### config.mk
export PLATFORM = sky130hd
export DESIGN_NAME = hazard_unit
export DESIGN_NICKNAME = d
export VERILOG_FILES = /design/src/rtl/hazard_pkg.sv /design/src/rtl/hazard_fwd.sv /design/src/rtl/hazard_ctrl.sv /design/src/rtl/hazard_unit.sv
export SDC_FILE = /design/constraint.sdc
export NUM_CORES = 1
export LEC_CHECK = 0
export CAP_MARGIN = 15
export CORE_UTILIZATION = 38
export DETAILED_ROUTE_END_ITERATION = 10
export GPL_TIMING_DRIVEN = 0
export PLACE_DENSITY_LB_ADDON = 0.15
export SLEW_MARGIN = 20
export SYNTH_ARGS = -nofsm -noshare
export SYNTH_HDL_FRONTEND = slang
export SYNTH_SLANG_ARGS = --single-unit
### constraint.sdc
create_clock -name vclk -period 1.9
set_input_delay 0.285 -clock vclk [all_inputs]
set_output_delay 0.285 -clock vclk [all_outputs]
set_load 0.005 [all_outputs]
### src/rtl/hazard_pkg.sv
package hazard_pkg;
  // Execute operand bypass select encoding
  typedef enum logic [1:0] {
    SEL_RF  = 2'b00,
    SEL_WB  = 2'b01,
    SEL_MEM = 2'b10
  } fwd_sel_e;

  // Stall causes reported by the control half
  typedef struct packed {
    logic loadUse;
    logic branchWait;
  } hz_strobe_t;
endpackage

### src/rtl/hazard_fwd.sv
module hazard_fwd
  import hazard_pkg::*;
#(
  parameter int REG_BITS = 5,
  parameter int NUM_SRC  = 2
) (
  input  logic [NUM_SRC-1:0][REG_BITS-1:0] srcE,
  input  logic [NUM_SRC-1:0][REG_BITS-1:0] srcD,
  input  logic [REG_BITS-1:0]              dstM,
  input  logic [REG_BITS-1:0]              dstW,
  input  logic                             regWrM,
  input  logic                             regWrW,
  output logic [NUM_SRC-1:0][1:0]          selE,
  output logic [NUM_SRC-1:0]               selD
);
  localparam logic [REG_BITS-1:0] ZERO_REG = '0;

  for (genvar i = 0; i < NUM_SRC; i++) begin : gSrc
    fwd_sel_e sel;
    logic     memHitE, wbHitE, memHitD;

    assign memHitE = (srcE[i] != ZERO_REG) && regWrM && (srcE[i] == dstM);
    assign wbHitE  = (srcE[i] != ZERO_REG) && regWrW && (srcE[i] == dstW);
    assign memHitD = (srcD[i] != ZERO_REG) && regWrM && (srcD[i] == dstM);

    // Memory stage holds the younger result, so it wins
    always_comb begin
      if (memHitE)     sel = SEL_MEM;
      else if (wbHitE) sel = SEL_WB;
      else             sel = SEL_RF;
    end

    assign selE[i] = sel;
    assign selD[i] = memHitD;
  end
endmodule

### src/rtl/hazard_ctrl.sv
module hazard_ctrl
  import hazard_pkg::*;
#(
  parameter int REG_BITS = 5
) (
  input  logic [REG_BITS-1:0] rsD,
  input  logic [REG_BITS-1:0] rtD,
  input  logic [REG_BITS-1:0] rtE,
  input  logic [REG_BITS-1:0] dstE,
  input  logic [REG_BITS-1:0] dstM,
  input  logic                regWrE,
  input  logic                memToRegE,
  input  logic                memToRegM,
  input  logic                branchD,
  output hz_strobe_t          strobes
);
  logic loadHit, aluHitE, loadHitM;

  // A load in execute lands in rtE; decode must wait a cycle
  assign loadHit  = memToRegE && ((rsD == rtE) || (rtD == rtE));
  // A branch compares in decode, so results not yet bypassable block it
  assign aluHitE  = regWrE && ((dstE == rsD) || (dstE == rtD));
  assign loadHitM = memToRegM && ((dstM == rsD) || (dstM == rtD));

  always_comb begin
    strobes.loadUse    = loadHit;
    strobes.branchWait = branchD && (aluHitE || loadHitM);
  end
endmodule

### src/rtl/hazard_unit.sv
module hazard_unit
  import hazard_pkg::*;
#(
  parameter int REG_BITS = 5
) (
  input  logic [REG_BITS-1:0] rsD,
  input  logic [REG_BITS-1:0] rtD,
  input  logic [REG_BITS-1:0] rsE,
  input  logic [REG_BITS-1:0] rtE,
  input  logic [REG_BITS-1:0] dstE,
  input  logic [REG_BITS-1:0] dstM,
  input  logic [REG_BITS-1:0] dstW,
  input  logic                regWrE,
  input  logic                regWrM,
  input  logic                regWrW,
  input  logic                memToRegE,
  input  logic                memToRegM,
  input  logic                branchD,
  output logic [1:0]          fwdAE,
  output logic [1:0]          fwdBE,
  output logic                fwdAD,
  output logic                fwdBD,
  output logic                stallF,
  output logic                stallD,
  output logic                flushE
);
  localparam int NUM_SRC = 2;

  logic [NUM_SRC-1:0][REG_BITS-1:0] srcE, srcD;
  logic [NUM_SRC-1:0][1:0]          selE;
  logic [NUM_SRC-1:0]               selD;
  hz_strobe_t                       strobes;
  logic                             holdFront;

  assign srcE = {rtE, rsE};
  assign srcD = {rtD, rsD};

  hazard_fwd #(.REG_BITS(REG_BITS), .NUM_SRC(NUM_SRC)) uFwd (
    .srcE(srcE), .srcD(srcD), .dstM(dstM), .dstW(dstW),
    .regWrM(regWrM), .regWrW(regWrW), .selE(selE), .selD(selD)
  );

  hazard_ctrl #(.REG_BITS(REG_BITS)) uCtrl (
    .rsD(rsD), .rtD(rtD), .rtE(rtE), .dstE(dstE), .dstM(dstM),
    .regWrE(regWrE), .memToRegE(memToRegE), .memToRegM(memToRegM),
    .branchD(branchD), .strobes(strobes)
  );

  assign holdFront = strobes.loadUse | strobes.branchWait;

  assign fwdAE  = selE[0];
  assign fwdBE  = selE[1];
  assign fwdAD  = selD[0];
  assign fwdBD  = selD[1];
  assign stallF = holdFront;
  assign stallD = holdFront;
  assign flushE = holdFront;
endmodule

==> metrics.md, run 1 <==
| Metric | Value |
|---|---|
| Fin. Hold Viols | 0 |
| Required @ worst endpoint | 1.62 ns |
| DRT iter0 DRCs | 2 |
| Worst-Margin Slew | 0.289 ns |
| Worst Setup End Kind | output pin |
| Worst Hold Class | in -> out |
| WS Path Type | in -> out |
| Vias in the first global route | slightly below 800 |
| Layout cell share with drive strength beyond 1 | 0.352 |
| First-pass GRT wire length | 3550 um |
| Die ar. | 2110 um2 |
| Seq cells | 0 |
| Via count | 844 |
| Commonest non-fill, non-tap cell in the layout | xor2_1 |
| Worst-path maximum fanout | 4 |
| Max rail drop VDD | 0.122 mV |
| Pleak | 0.000498 uW |
| Unrepaired setup endpoints after global routing | true |
| Synthesized area | 732 um2 |
| DR WL/cell | 13.6 um |
| Slew Limit Headroom | 0.806 |
| Final #Nets | 185 |
| Synth-to-layout area growth | 67.5% |
| Register Area | 0 um2 |
| Final worst slack | 0.0481 ns |
| Setup Viol. Count Final | 0 |
| WHS | between 0.9 and 1 ns |
| Fin util | 0.695 |
| CP Launch Type | input port |
| Pre-Repair DR Iteration Count | 3 |
| IO buf count | 45 |
| Commonest cells after routing, fill and taps aside | xor2_1 (25), xnor2_1 (24), buf_6 (13), buf_2 (12), clkdlybuf4s50_1 (11) |
| Ys Warns | 0 |
| Initial antenna violation count | 0 |
| Residual DRC | 0 |
| PwrDens | 214 nW/um2 |
| Core footprint | around 1800 um2 |
| Cell count after synthesis | 94 |
| Status | completed |
| Placed Cells | 164 |
| Max Cap Violations | 0 |
| Syn_area_per_cell | 7.79 um2 |
| Critical path arrival | 1.57 ns |
| Overflow after GRT | 0 |
| Vias per cell | 5.05 |
| Num rows | 15 |
| Antenna Diode Count | 0 |
| Cell variety after synth | 16 |
| Chip Height | approximately 46 um |
| Routed WL | between 2000 and 2500 um |
| Tot Pwr | 262 uW |
| GP Congestion | 0.767 |
| Place WS | -0.728 ns |
| Fin cells | 167 |
| All-Layer GR Usage | 0.229 |
| Fin crit share | 0.975 |
| Die width | between 40 and 50 um |
| Final Critical Period | roughly 1.9 ns |
| Top Ports | 50 |
| Antenna viol nets, final | 0 |
| Net Count, Synth | between 100 and 150 |
| Post-DP HPWL | approximately 1700 um |
| Largest net degree at the start of global routing | 6 |
| Count of pins over their slew limit | 0 |
| Seq/Total Area, Yosys | 0 |
| Fillers | 169 |
| CLK BUF | 0 |
| Starting Density | 0.415 |
| Fmax | 540 MHz |
cell usage after synthesis (all sizes together):
cell type,instances,share of area
xnor2,24,0.29
buf,9,0.097
or4,4,0.046
nor3,2,0.014
a31o,1,0.012
xor2,26,0.31
nor2,4,0.031
nor4,8,0.085
nand3,4,0.027
nand4,7,0.060
nand2,3,0.015
o21ai,2,0.014
worst paths after layout:
check	from	to	slack [ns]	cells past startpoint
worst max-delay path	rsD[0]	fwdAD	0.05	5
worst min-delay path	rtE[4]	fwdBE[0]	0.96	4
cells by family (layout without fill, tap and decap cells):
kind of cell           after synthesis  after routing  synth area share
buffers and inverters                9             57            0.0974
AND/OR/NAND/NOR                     32             32             0.279
AO/OA/AOI/OAI                        3              3            0.0256
XOR/XNOR                            50             50             0.598
area by class of cell:
class / count / area, um2 / area share
tap: 25 / 31.3 / 0.0255
buffer: 8 / 78.8 / 0.0643
timing repair buffer: 49 / 410 / 0.335
multi-input combinational: 85 / 706 / 0.576
per-stage QoR:
| step | TNS (ns) | instance area [um2] |
|---|---|---|
| 3_3_place_gp | -4.69 | 1210 |
| 4_1_cts | 0 | 1170 |
| 6_report | 0 | 1230 |
| 3_5_place_dp | -4.82 | 1210 |
| 2_1_floorplan | 0 | 732 |
| 5_1_grt | -0.0395 | 1230 |
report_power, final:
group | leakage [uW] | switching [uW] | total [uW] | internal, uW
sequential | 0 | 0 | 0 | 0
combinational | 0.000498 | 117 | 262 | 146
clock | 0 | 0 | 0 | 0
metal layers:
metal,share of wire,track usage,vias to the layer above
met2,0.49,0.366,23
met4,0,0.0176,0
li1,-,-,419
met1,0.47,0.351,402
met5,0,0,-
met3,0.041,0.00397,0
worst max-delay path, cell delays in order:
cell and delay, ns:
buf_2 0.14, or4_1 0.51, o21ai_1 0.13, nor2_1 0.05, clkdlybuf4s50_1 0.45
timing repair:
action / 4_1_cts / 5_1_grt
setup endpoints to repair: 9 / 8
hold buffers: 0 / 0
resized for setup: 114 / 32
buffers inserted: 3 / 1
pin swaps: 18 / 14
Note: power is estimated with default switching activity, not from simulation.
==> run 2, diff against run 1 <==
CELL_PAD_IN_SITES_DETAIL_PLACEMENT = 0   (was default)
CELL_PAD_IN_SITES_GLOBAL_PLACEMENT = 1   (was default)
CORE_ASPECT_RATIO = 0.6   (was default)
CORE_UTILIZATION = 25   (was 38)
==> metrics.md, run 2 (same netlist as run 1, synthesis figures left out) <==
| Metric | Value |
|---|---|
| Die width | 71.9 um (was 45.9 um) |
| DR WL/cell | 13.7 um (was 13.6 um) |
| Fmax | 535 MHz (was 540 MHz) |
| GP Congestion | 0.767 (about the same) |
| DRT iter0 DRCs | 24 (was 2) |
| Max incr delay on CP | 0.27 ns (was 0.51 ns) |
| Via count | 838 (was 844) |
| Worst-Margin Slew | 0.312 ns (was 0.289 ns) |
| Initial antenna violation count | 0 (unchanged) |
| Final Critical Period | 1.87 ns (was 1.85 ns) |
| Setup TNS | 0 ns (unchanged) |
| Overflow after GRT | 0 (unchanged) |
| Vias in the first global route | 785 (was 786) |
| All-Layer GR Usage | 0.155 (was 0.229) |
| Antenna viol nets, final | 0 (unchanged) |
| First-pass GRT wire length | 3840 um (was 3550 um) |
| Commonest cells after routing, fill and taps aside | xor2_1 (25), xnor2_1 (24), buf_2 (14), buf_4 (13), clkdlybuf4s50_1 (10) (was xor2_1 (25), xnor2_1 (24), buf_6 (13), buf_2 (12), clkdlybuf4s50_1 (11)) |
| WHS | 0.930 ns (was 0.957 ns) |
| Setup Viol. Count Final | 0 (unchanged) |
| Fin. Hold Viols | 0 (unchanged) |
| Commonest non-fill, non-tap cell in the layout | xor2_1 (unchanged) |
| Crit path max-delay family | simple AND/OR/NAND/NOR gates (was buffers and inverters) |
| Worst Setup End Kind | output pin (unchanged) |
| Register Area | 0 um2 (unchanged) |
| Final #Nets | 186 (was 185) |
| Max rail drop VDD | 0.0736 mV (was 0.122 mV) |
| Critical path arrival | 1.58 ns (was 1.57 ns) |
| Count of pins over their slew limit | 0 (unchanged) |
| Stages on worst setup path | 9 (was 5) |
| Cells along the critical path | clkdlybuf4s15_2 -> xor2_1 -> nor4_1 -> nand4_1 -> nand4_1 -> a31o_1 -> buf_4 -> buf_4 -> buf_6 (was buf_2 -> or4_1 -> o21ai_1 -> nor2_1 -> clkdlybuf4s50_1) |
| Layout cell share with drive strength beyond 1 | 0.350 (was 0.352) |
| WS Path Type | in -> out (unchanged) |
| Max Cap Violations | 0 (unchanged) |
| Core footprint | 2650 um2 (was 1760 um2) |
| Top Ports | 50 (unchanged) |
| Required @ worst endpoint | 1.62 ns (about the same) |
| Worst-path maximum fanout | 3 (was 4) |
| Unrepaired setup endpoints after global routing | true (unchanged) |
| Fin crit share | 0.983 (was 0.975) |
| Worst Hold Class | in -> out (unchanged) |
| Starting Density | 0.277 (was 0.415) |
| Worst setup startpoint | dstE[1] (was rsD[0]) |
| Synth-to-layout area growth | 65.6% (was 67.5%) |
| Slew Limit Headroom | 0.792 (was 0.806) |
| Fillers | 281 (was 169) |
| PwrDens | 210 nW/um2 (was 214 nW/um2) |
| Critical-path top delay cell | nor4_1 (was or4_1) |
| IO buf count | 45 (unchanged) |
| Pleak | 0.000508 uW (was 0.000498 uW) |
| Fin util | 0.458 (was 0.695) |
| Crit path buf inv count | 4 (was 2) |
| Routed WL | 2510 um (was 2270 um) |
| CP endpoint | stallF (was fwdAD) |
| Vias per cell | 4.58 (was 5.05) |
| Residual DRC | 0 (unchanged) |
| Antenna Diode Count | 0 (unchanged) |
| Status | completed (unchanged) |
| Die ar. | 3160 um2 (was 2110 um2) |
| Pre-Repair DR Iteration Count | 4 (was 3) |
| Seq cells | 0 (unchanged) |
| Num rows | 14 (was 15) |
| Largest net degree at the start of global routing | 6 (unchanged) |
| CP Launch Type | input port (unchanged) |
| CLK BUF | 0 (unchanged) |
| Chip Height | 43.9 um (was 45.9 um) |
==> run 2: changes by cell type in the layout (fill, tap and decap cells not counted), sizes merged <==
cell	previous run	this run
buf	35	31
dlymetal6s2s	0	1
clkbuf	3	6
clkdlybuf4s50	11	10
clkdlybuf4s15	2	4
==> run 2: tightest hold or removal path, cell delays in order <==
cell,delay [ns]
buf_8,0.08
xnor2_1,0.05
nand2_1,0.07
nor4_2,0.05
buf_2,0.11
==> run 2: worst min path at each step <==
stage                start       end  slack, ns  cells after the start
finish              rsE[3]  fwdAE[0]       0.93                      5
global route        rsE[3]  fwdAE[0]       0.99                      5
CTS                 rsE[4]  fwdAE[0]        1.0                      5
detailed placement  rtE[0]  fwdBE[0]       1.31                      5
global placement    rtE[0]  fwdBE[0]       1.31                      5
floorplan           regWrW  fwdAE[0]       0.65                      2
==> run 2: layout make-up <==
| cell class | count | area, um2 | area share |
|---|---|---|---|
| tap | 40 | 50.0 | 0.0413 |
| multi-input combinational | 85 | 707 | 0.583 |
| buffer | 9 | 71.3 | 0.0588 |
| timing repair buffer | 49 | 384 | 0.317 |
==> run 2: what timing repair did <==
item	in CTS	in global routing
setup buffers	3	1
endpoints found under the setup margin	9	7
hold endpoints to repair	0	0
pin swaps	18	10
resized for setup	100	26
hold buffers	0	0
==> run 2: metal layers <==
layer  vias up  global-route usage  share of wire
met1       387               0.265           0.55
li1        420                   -              -
met5         -                   0              0
met2        31               0.215           0.38
met3         0             0.00930          0.068
met4         0                   0              0
==> run 2: through the flow <==
step                total power [uW]  setup slack, ns  cell area (um2)  std cells
finish                           254           0.0322             1210        183
global route                     277          -0.0661             1210        183
CTS                              244          0.00269             1190        182
detailed placement               261           -0.751             1230        179
global placement                 260           -0.759             1230        179
floorplan                        122            0.239              732         94
==> run 2: report_power, final <==
part / switching (uW) / internal, uW / leakage [uW]
registers: 0 / 0 / 0
clock network: 0 / 0 / 0
logic: 119 / 136 / 0.000508
total: 119 / 136 / 0.000508
